**src/rtl/vwm_pkg.sv**
```systemverilog
package vwm_pkg;

  // Fixed-point defaults of the band coefficients (fractions of 256).
  function automatic logic [7:0] dflt_coef(input int band, input int nbands);
    int k;
    k = (band * 4) / nbands;
    case (k)
      0:       return 8'd87;
      1:       return 8'd56;
      2:       return 8'd48;
      default: return 8'd44;
    endcase
  endfunction

  // Reset word of store entry idx: coefficients first, then thresholds.
  function automatic logic [15:0] rf_reset_word(input int idx, input int nbands,
                                                input int pix_w);
    if (idx < nbands) return 16'(dflt_coef(idx, nbands));
    return 16'(((idx - nbands + 1) << pix_w) / nbands);
  endfunction

endpackage

```
**src/rtl/vwm_const_rf.sv**
```systemverilog
module vwm_const_rf #(
  parameter int NUM_BANDS = 4,
  parameter int PIX_W     = 8,
  parameter int COEF_W    = 8,
  parameter int AW        = 3
) (
  input  logic                             clk,
  input  logic                             rst_n,
  input  logic                             we,
  input  logic [AW-1:0]                    addr,
  input  logic [COEF_W-1:0]                wdata,
  output logic [COEF_W-1:0]                rdata,
  output logic [NUM_BANDS-1:0][COEF_W-1:0] coef_vec,
  output logic [NUM_BANDS-2:0][PIX_W-1:0]  thr_vec
);
  import vwm_pkg::*;

  localparam int NENT = 2 * NUM_BANDS - 1;

  logic [COEF_W-1:0] regs [NENT];

  for (genvar i = 0; i < NENT; i++) begin : g_ent
    localparam logic [15:0] RST_W = rf_reset_word(i, NUM_BANDS, PIX_W);
    always_ff @(posedge clk or negedge rst_n) begin
      if (!rst_n)
        regs[i] <= RST_W[COEF_W-1:0];
      else if (we && (int'(addr) == i))
        regs[i] <= wdata;
    end
  end

  for (genvar b = 0; b < NUM_BANDS; b++) begin : g_coef
    assign coef_vec[b] = regs[b];
  end

  for (genvar t = 0; t < NUM_BANDS - 1; t++) begin : g_thr
    assign thr_vec[t] = regs[NUM_BANDS + t][PIX_W-1:0];
  end

  always_comb begin
    rdata = '0;
    for (int i = 0; i < NENT; i++)
      if (int'(addr) == i) rdata = regs[i];
  end

  // A write to a mapped address lands in the store on the next cycle.
  AST_RF_WRITE: assert property (@(posedge clk) disable iff (!rst_n)
    (we && (int'(addr) < NENT)) |=> (rdata == $past(wdata)) || (addr != $past(addr)));

endmodule

```
**src/rtl/vwm_range_sel.sv**
```systemverilog
module vwm_range_sel #(
  parameter int NUM_BANDS = 4,
  parameter int PIX_W     = 8,
  parameter int COEF_W    = 8
) (
  input  logic [PIX_W-1:0]                 host,
  input  logic [NUM_BANDS-2:0][PIX_W-1:0]  thr_vec,
  input  logic [NUM_BANDS-1:0][COEF_W-1:0] coef_vec,
  output logic [COEF_W-1:0]                coef_sel
);
  localparam int IDX_W = (NUM_BANDS > 1) ? $clog2(NUM_BANDS) : 1;

  logic [NUM_BANDS-2:0] at_or_above;
  logic [IDX_W-1:0]     band_idx;
  logic                 thr_ascending;
  logic                 lo_ok;
  logic                 hi_ok;

  // One comparator per threshold; equality counts as the upper band.
  for (genvar t = 0; t < NUM_BANDS - 1; t++) begin : g_cmp
    assign at_or_above[t] = (host >= thr_vec[t]);
  end

  always_comb begin
    int cnt;
    cnt = 0;
    for (int t = 0; t < NUM_BANDS - 1; t++)
      cnt += int'(at_or_above[t]);
    band_idx = IDX_W'(cnt);
  end

  always_comb begin
    coef_sel = '0;
    for (int b = 0; b < NUM_BANDS; b++)
      if (int'(band_idx) == b) coef_sel = coef_vec[b];
  end

  // Band bound check, meaningful when the thresholds are strictly ascending.
  always_comb begin
    thr_ascending = 1'b1;
    for (int t = 0; t < NUM_BANDS - 2; t++)
      if (thr_vec[t] >= thr_vec[t+1]) thr_ascending = 1'b0;
  end

  always_comb begin
    lo_ok = 1'b1;
    hi_ok = 1'b1;
    for (int t = 0; t < NUM_BANDS - 1; t++) begin
      if ((int'(band_idx) == t + 1) && (host < thr_vec[t]))  lo_ok = 1'b0;
      if ((int'(band_idx) == t)     && (host >= thr_vec[t])) hi_ok = 1'b0;
    end
  end

  always_comb begin
    if (thr_ascending) begin
      AST_BAND_BOUNDS: assert (lo_ok && hi_ok);
    end
  end

endmodule

```
**src/rtl/vwm_mac_pipe.sv**
```systemverilog
module vwm_mac_pipe #(
  parameter int PIX_W  = 8,
  parameter int COEF_W = 8
) (
  input  logic              clk,
  input  logic              rst_n,
  input  logic              in_valid,
  input  logic [PIX_W-1:0]  in_host,
  input  logic [PIX_W-1:0]  in_wm,
  input  logic [COEF_W-1:0] coef,
  input  logic [COEF_W-1:0] strength,
  output logic              out_valid,
  output logic [PIX_W-1:0]  out_pix
);
  localparam int PW   = COEF_W + PIX_W;   // one scaled product
  localparam int QW   = 2 * PW;           // product of products
  localparam int FRAC = 2 * COEF_W;       // fraction bits in QW
  localparam int DW   = QW - FRAC;        // integer part width
  localparam int SW   = DW + 1;           // sum width
  localparam logic [PIX_W-1:0] PIX_MAX = '1;

  function automatic logic [PW-1:0] f_scale(input logic [COEF_W-1:0] k,
                                            input logic [PIX_W-1:0] v);
    return PW'(k) * PW'(v);
  endfunction

  function automatic logic [DW-1:0] f_merge(input logic [PW-1:0] a,
                                            input logic [PW-1:0] b);
    logic [QW-1:0] full;
    full = QW'(a) * QW'(b);
    return full[QW-1:FRAC];
  endfunction

  function automatic logic [PIX_W-1:0] f_sat_add(input logic [PIX_W-1:0] h,
                                                 input logic [DW-1:0] d);
    logic [SW-1:0] s;
    s = SW'(h) + SW'(d);
    if (s > SW'(PIX_MAX)) return PIX_MAX;
    return s[PIX_W-1:0];
  endfunction

  // Stage 1: two scaled products.
  logic             s1_valid;
  logic [PIX_W-1:0] s1_host;
  logic [PW-1:0]    s1_host_term;
  logic [PW-1:0]    s1_wm_term;

  always_ff @(posedge clk or negedge rst_n) begin
    if (!rst_n) begin
      s1_valid     <= 1'b0;
      s1_host      <= '0;
      s1_host_term <= '0;
      s1_wm_term   <= '0;
    end else begin
      s1_valid     <= in_valid;
      s1_host      <= in_host;
      s1_host_term <= f_scale(coef, in_host);
      s1_wm_term   <= f_scale(strength, in_wm);
    end
  end

  // Stage 2: product of products, integer part only.
  logic             s2_valid;
  logic [PIX_W-1:0] s2_host;
  logic [DW-1:0]    s2_delta;

  always_ff @(posedge clk or negedge rst_n) begin
    if (!rst_n) begin
      s2_valid <= 1'b0;
      s2_host  <= '0;
      s2_delta <= '0;
    end else begin
      s2_valid <= s1_valid;
      s2_host  <= s1_host;
      s2_delta <= f_merge(s1_host_term, s1_wm_term);
    end
  end

  // Stage 3: saturating add, output held while no pixel arrives.
  logic [PIX_W-1:0] s3_sum;
  assign s3_sum = f_sat_add(s2_host, s2_delta);

  always_ff @(posedge clk or negedge rst_n) begin
    if (!rst_n) begin
      out_valid <= 1'b0;
      out_pix   <= '0;
    end else begin
      out_valid <= s2_valid;
      if (s2_valid) out_pix <= s3_sum;
    end
  end

  AST_NO_WRAP: assert property (@(posedge clk) disable iff (!rst_n)
    s2_valid |=> (out_pix >= $past(s2_host)));

  AST_HOLD_IDLE: assert property (@(posedge clk) disable iff (!rst_n)
    !s2_valid |=> $stable(out_pix));

endmodule

```
**src/rtl/vis_wm_embedder.sv**
```systemverilog
module vis_wm_embedder #(
  parameter int NUM_BANDS = 4,
  parameter int PIX_W     = 8,
  parameter int COEF_W    = 8,
  parameter int CFG_AW    = $clog2(2 * NUM_BANDS - 1)
) (
  input  logic              clk,
  input  logic              rst_n,
  input  logic              in_valid,
  input  logic [PIX_W-1:0]  in_host,
  input  logic [PIX_W-1:0]  in_wm,
  input  logic [COEF_W-1:0] wm_strength,
  input  logic              cfg_we,
  input  logic [CFG_AW-1:0] cfg_addr,
  input  logic [COEF_W-1:0] cfg_wdata,
  output logic [COEF_W-1:0] cfg_rdata,
  output logic              out_valid,
  output logic [PIX_W-1:0]  out_pix
);
  localparam int LAT = 3;

  logic [NUM_BANDS-1:0][COEF_W-1:0] coef_vec;
  logic [NUM_BANDS-2:0][PIX_W-1:0]  thr_vec;
  logic [COEF_W-1:0]                band_coef;

  vwm_const_rf #(
    .NUM_BANDS(NUM_BANDS), .PIX_W(PIX_W), .COEF_W(COEF_W), .AW(CFG_AW)
  ) u_rf (
    .clk      (clk),
    .rst_n    (rst_n),
    .we       (cfg_we),
    .addr     (cfg_addr),
    .wdata    (cfg_wdata),
    .rdata    (cfg_rdata),
    .coef_vec (coef_vec),
    .thr_vec  (thr_vec)
  );

  vwm_range_sel #(
    .NUM_BANDS(NUM_BANDS), .PIX_W(PIX_W), .COEF_W(COEF_W)
  ) u_sel (
    .host     (in_host),
    .thr_vec  (thr_vec),
    .coef_vec (coef_vec),
    .coef_sel (band_coef)
  );

  vwm_mac_pipe #(
    .PIX_W(PIX_W), .COEF_W(COEF_W)
  ) u_mac (
    .clk       (clk),
    .rst_n     (rst_n),
    .in_valid  (in_valid),
    .in_host   (in_host),
    .in_wm     (in_wm),
    .coef      (band_coef),
    .strength  (wm_strength),
    .out_valid (out_valid),
    .out_pix   (out_pix)
  );

  // Cycles since reset, saturating at the pipeline depth, for the checks.
  logic [1:0] age;
  always_ff @(posedge clk or negedge rst_n) begin
    if (!rst_n)              age <= '0;
    else if (int'(age) < LAT) age <= age + 2'd1;
  end

  logic pipe_full;
  assign pipe_full = (int'(age) == LAT);

  AST_LATENCY: assert property (@(posedge clk) disable iff (!rst_n)
    pipe_full |-> (out_valid == $past(in_valid, 3)));

  AST_ZERO_MARK: assert property (@(posedge clk) disable iff (!rst_n)
    (pipe_full && out_valid && (($past(in_wm, 3) == '0) || ($past(wm_strength, 3) == '0)))
      |-> (out_pix == $past(in_host, 3)));

endmodule

```
**config.mk**
```make
export PLATFORM = sky130hd
export DESIGN_NAME = vis_wm_embedder
export DESIGN_NICKNAME = d
export VERILOG_FILES = /design/src/rtl/vwm_pkg.sv /design/src/rtl/vwm_const_rf.sv /design/src/rtl/vwm_range_sel.sv /design/src/rtl/vwm_mac_pipe.sv /design/src/rtl/vis_wm_embedder.sv
export SDC_FILE = /design/constraint.sdc
export NUM_CORES = 1
export LEC_CHECK = 0
export ABC_AREA = 1
export BUFFER_PORTS_ARGS = -buffer_cell sky130_fd_sc_hd__buf_2
export CORE_AREA = 2 2 181 183
export CTS_BUF_LIST = sky130_fd_sc_hd__clkbuf_8
export DETAILED_ROUTE_END_ITERATION = 8
export DIE_AREA = 0 0 183 185
export GPL_TIMING_DRIVEN = 0
export PLACE_DENSITY = 0.81
export SLEW_MARGIN = 20
export SYNTH_ARGS = -nofsm -noshare
export SYNTH_HDL_FRONTEND = slang
export SYNTH_SLANG_ARGS = --single-unit
export TNS_END_PERCENT = 10
```
**constraint.sdc**
```tcl
create_clock -name clk -period 6.95 [get_ports clk]
set_clock_uncertainty 0.15 [all_clocks]
set_input_delay 1.0425 -clock clk [delete_from_list [all_inputs] [get_ports clk]]
set_output_delay 1.0425 -clock clk [all_outputs]
set_load 0.02 [all_outputs]
```
==> results.cfg, run 1 <==
[floorplanning]
die_w_um = 183
dieHeight_um = 185
core_area_um2 = 32000
start_util_pct = 58.9
row_count = 66
dieArea_um2 = 33900
pin_count = 56

[worst_setup_path]
crit_fanout = 6
reg2reg_from = u_mac.s1_wm_term[3]
critical_path_class = input port to flop
crit_arrival_ns = 7.02
crit_required_ns = 7.18
critPathSlowestCell = fa_2
critPathTopFamily = adder cells
r2r_cells = 22
critPathCaptureType = flop
path_common_cell = fa_1
crit_cells = 30
r2r_end = u_mac.s2_delta[11]
crit_path_end = u_mac.s1_host_term[15]
cp_num_buf_inv = 7
cp-startpoint = in_host[1]
cp-start-kind = input port
cp_slowest_stage_delay_ns = 0.57
r2r_slack_ns = 0.22

[detailed_routing]
viasPerCell = 5.49
antenna_left = 0
first_pass_iters = 6
wl_um = 46100
via_count = 16000
drtIter0Drc = 1225
drcViolationCount = 0
wl_per_cell_um = 15.8

[global_route]
grt_pass1_vias = 16000
track_usage_pct = 28.2
overflow = 0
antenna_found_initial = 0
grt_pass1_wl_um = 75900
grt_start_max_net_pins = 72

[synth]
synthCells = 2400
synth_cell_type_count = 42
syn-cell-area_um2 = 18900
synth_edf_count = 0
synth-seq-cells = 131
ys_seq_area_share_pct = 17.5
postSynthAreaPerCell_um2 = 7.86
async_flop_share_pct = 100
synthFlopType = dfrtp_1
synthesis.nets = 2911
yosysWarnings = 0

[clock_tree]
path_clk_slew_ns = 0.07
holdBufCountCts = 0
htree_num_levels = 4
tritoncts = done
cts_root_buf = clkbuf_8
numCtsBuffers = 17
cts.sinks = 131
insertion_delay_ns = 0.46
clock_path_buffers = 2

[final_layout]
syn_to_final_growth_pct = 8.42
stdcell_area_um2 = 20500
layout-drive-gt1-share_pct = 8.24
nNetsFinal = 2999
final_cells = 2909
antenna_cells = 0

[hold_path]
hold_class = flop to flop

[sta]
maxSlewHeadroom_pct = 50.8
fin_crit_sh_pct = 97.7
fmax_mhz = 147
finalSetupViolCount = 0
hold_viol_final = 0
setup-tns-final_ns = 0
tightest_slew_ns = 0.738
min_period_ns = 6.79
slew_viol_final = 0
grt_setup_unrepaired = yes

[placed_design]
post-place-cells = 2848
globalplace.congestion = 0.964
place_area_um2 = 19600
io_buffer_count = 39
hpwl_um = 37000

[status]
status = finished, final reports clean

[run]
cap_violations = 0
## metrics by stage
step / setup slack (ns) / util [%] / hold WS (ns)
after global routing: -0.0846 / 63.9 / 0.198
final: 0.159 / 63.9 / 0.196
after floorplan: 0.0894 / - / 0.181
after global placement: -0.884 / 61.1 / 0.181
after CTS: 0.0480 / 63.0 / 0.194
after detailed placement: -1.06 / 61.2 / 0.185
## Yosys cell counts (5+ instances only)
master	instances	area, um^2
a21oi_1	60	300
a21o_1	11	82.6
a221oi_1	5	43.8
o2111ai_1	6	52.6
o21a_1	6	45.0
o22ai_1	5	31.3
nand2_1	615	2310
nor2_1	122	458
o21ai_1	22	110
nand4_1	17	106
xnor2_1	9	78.8
nand3_1	44	220
nand2_2	8	50.1
clkbuf_1	82	308
dfstp_2	17	447
ha_1	205	2560
nor3_1	9	45.0
fa_1	267	5350
inv_1	588	2210
a31oi_1	11	68.8
or2_2	9	56.3
o21ai_0	86	430
o221ai_1	8	70.1
xor2_1	32	280
dfrtp_1	114	2850
inv_2	7	26.3
## timing repair
item	4_1_cts	5_1_grt
pin swaps	5	25
gates resized for setup	28	65
buffers inserted	14	14
endpoints found under the hold margin	0	0
gates cloned	0	1
endpoints found under the setup margin	9	14
## how the worst min path moves through the flow
stage	start	to	slack, ns	cells after the start
6_report	u_mac.s1_host[3]	u_mac.s2_host[3]	0.20	0
3_3_place_gp	u_mac.s1_host[3]	u_mac.s2_host[3]	0.18	0
4_1_cts	u_mac.s1_host[3]	u_mac.s2_host[3]	0.19	0
2_1_floorplan	u_mac.s1_host[0]	u_mac.s2_host[0]	0.18	0
5_1_grt	u_mac.s1_host[3]	u_mac.s2_host[3]	0.20	0
3_5_place_dp	u_mac.s1_host[3]	u_mac.s2_host[3]	0.18	0
## placed cells by master, fill, tap and decap left out, drive strengths merged, types with 32 or more instances in the layout
cell    instances
ha            205
dfrtp         114
buf            72
nand2         623
a21oi          60
xor2           32
nand3          45
nor2          127
inv           602
clkbuf         98
o21ai         108
fa            267
## final cells by class
class                   count  area, um^2
clock inverters            15         145
multi-input cells        1589       13200
well taps                 408         510
plain buffers              84         334
inverters                 596        2250
repair buffers             69         460
flip-flops and latches    131        3300
fillers                  2653       11600
clock buffers              17         234
## state kept, by name, indices dropped and copies added, names as in the netlist
| signal | cells |
|---|---|
| u_rf.coef_vec | 32 |
| u_rf.thr_vec | 24 |
| u_mac.s1_host_term | 16 |
| u_mac.s1_wm_term | 16 |
| u_mac.s2_delta | 16 |
| u_mac.out_pix | 8 |
| u_mac.s1_host | 8 |
| u_mac.s2_host | 8 |
| u_mac.out_valid | 1 |
| u_mac.s1_valid | 1 |
| u_mac.s2_valid | 1 |
## routing by layer
| layer | track usage, % | wire length (um) |
|---|---|---|
| met2 | 48.1 | 22400 |
| met5 | 0 | 0 |
| met1 | 35.7 | 18100 |
| met3 | 4.86 | 3630 |
| met4 | 11.3 | 1940 |
## cell families after synthesis
kind of cell    count (synthesis)  share of synthesized area, %
compound gates                233                          7.12
xor+xnor                       41                          1.90
buf+inv                       680                          13.5
flops                         131                          17.5
fa+ha+maj                     472                          41.9
simple gates                  843                          18.1
Power of run 1 is not shown: default switching activity piles up to over one toggle a cycle in this logic, so the estimate is an artifact.
==> run 2: changes to the inputs <==
--- a/config.mk
+++ b/config.mk
@@ -7,12 +7,12 @@
 export LEC_CHECK = 0
 export ABC_AREA = 1
 export BUFFER_PORTS_ARGS = -buffer_cell sky130_fd_sc_hd__buf_2
-export CORE_AREA = 2 2 181 183
+export CORE_AREA = 2 2 215 217
 export CTS_BUF_LIST = sky130_fd_sc_hd__clkbuf_8
 export DETAILED_ROUTE_END_ITERATION = 8
-export DIE_AREA = 0 0 183 185
+export DIE_AREA = 0 0 217 219
 export GPL_TIMING_DRIVEN = 0
-export PLACE_DENSITY = 0.81
+export PLACE_DENSITY = 0.62
 export SLEW_MARGIN = 20
 export SYNTH_ARGS = -nofsm -noshare
 export SYNTH_HDL_FRONTEND = slang
==> run 2 against run 1 <==
  * Clock-buffer cell count grew 1
  * Non-clock buffer count grew 1
  * Register-to-register slack gained 0.02 ns
  * Largest cell class unchanged
  * Highest routed layer unchanged
==> results.cfg, run 2 (synthesized netlist as in run 1, its figures left out) <==
[status]
status = finished, final reports clean

[run]
cap_violations = 0

[worst_setup_path]
cp_slowest_stage_delay_ns = 0.67
cp-start-kind = input port
cp-startpoint = in_host[0]
r2r_cells = 22
crit_fanout = 5
r2r_slack_ns = 0.24
crit_arrival_ns = 6.98
critPathCaptureType = flop
critical_path_class = input port to flop
crit_required_ns = 7.18
path_common_cell = nand2_1
reg2reg_from = u_mac.s1_wm_term[4]
critPathSlowestCell = fa_2
r2r_end = u_mac.s2_delta[11]

[detailed_routing]
drtIter0Drc = 1039
viasPerCell = 4.97
wl_per_cell_um = 15.1
antenna_left = 0
first_pass_iters = 6
via_count = 15400
wl_um = 46800
drcViolationCount = 0

[global_route]
grt_start_max_net_pins = 77
overflow = 0
track_usage_pct = 20.6
antenna_found_initial = 0
grt_pass1_vias = 15700
grt_pass1_wl_um = 78100

[clock_tree]
clock_path_buffers = 2
numCtsBuffers = 17
tritoncts = done
cts.sinks = 131
holdBufCountCts = 0
insertion_delay_ns = 0.49
htree_num_levels = 4
path_clk_slew_ns = 0.12
cts_root_buf = clkbuf_8

[floorplanning]
dieHeight_um = 219
start_util_pct = 41.9
dieArea_um2 = 47500
core_area_um2 = 45100
die_w_um = 217
pin_count = 56
row_count = 78

[hold_path]
holdPathStages = 0
worstHoldStart = u_mac.s1_host[7]
hold_class = flop to flop
hold_end = u_mac.s2_host[7]

[final_layout]
layout_commonest_cell = nand2_1
syn_to_final_growth_pct = 9.91
nNetsFinal = 3000
mostFrequentLayoutCells = 612 x nand2_1, 578 x inv_1, 264 x fa_1
layout-drive-gt1-share_pct = 8.35
fin_util_pct = 46.0
largest_reg_flops = 32
fillers = 4546
antenna_cells = 0
stdcell_area_um2 = 20700

[placed_design]
io_buffer_count = 39
place_area_um2 = 19900
hpwl_um = 38200
globalplace.congestion = 0.913

[sta]
min_period_ns = 6.75
finalSetupViolCount = 0
fmax_mhz = 148
hold_viol_final = 0
maxSlewHeadroom_pct = 54.6
timing.hold.ws_ns = 0.165
fin_crit_sh_pct = 97.2
tightest_slew_ns = 0.681
slew_viol_final = 0
run 2: cell types whose count changed in the layout (fill, tap and decap cells not counted), moves of 3 or more:
| cell | previous run | this run |
|---|---|---|
| inv_6 | 3 | 7 |
| o21ai_1 | 30 | 27 |
| nand2_2 | 13 | 9 |
| clkbuf_1 | 74 | 71 |
| inv_1 | 581 | 578 |
| nand2_1 | 609 | 612 |
| clkbuf_2 | 7 | 10 |
run 2: critical path, delay by kind of cell:
kind / cells / cell delay (ns)
AOI/OAI and AO/OA: 7 / 1.03
adders and majority gates: 7 / 3.22
and+or+nand+nor: 8 / 0.78
xor gates and xnor gates: 1 / 0.21
buffers and inverters: 8 / 0.71
run 2: worst max path at each step:
stage                                        end  cells past startpoint
after floorplan           u_mac.s1_host_term[15]                     32
after global placement    u_mac.s1_host_term[15]                     31
after detailed placement  u_mac.s1_host_term[15]                     31
after CTS                 u_mac.s1_host_term[15]                     33
after global routing      u_mac.s1_host_term[15]                     33
final                     u_mac.s1_host_term[15]                     31
run 2: area by class of cell:
class	count	area, um^2	share of cell area (%)
clock buffers	18	248	1.19
repair buffers	70	500	2.41
multi-input cells	1589	13200	63.7
inverters	596	2250	10.9
well taps	600	751	3.62
clock inverters	14	139	0.669
flip-flops and latches	131	3300	15.9
plain buffers	84	342	1.65
run 2: through the flow:
step / cells / worst slack (ns) / TNS (ns)
after floorplan: 2400 / 0.0894 / 0
after global placement: 3039 / -1.09 / -6.91
after CTS: 3081 / 0.0349 / 0
after detailed placement: 3040 / -1.13 / -7.21
final: 3102 / 0.198 / 0
after global routing: 3102 / -0.0231 / -0.0258
run 2: what timing repair did:
item / in CTS / in global routing
pin swaps: 3 / 21
buffers inserted: 9 / 20
gates cloned: 0 / 1
gates resized for setup: 21 / 74
endpoints found under the setup margin: 9 / 16
run 2: routing by layer:
metal	vias to the layer above	global-route usage [%]	part of all wire [%]
met5	-	0	0
met4	0	5.48	2.2
met3	67	2.51	5.0
met2	394	35.2	49
met1	7617	27.6	44
li1	7353	-	-
Power of run 2 is left out for the same reason.
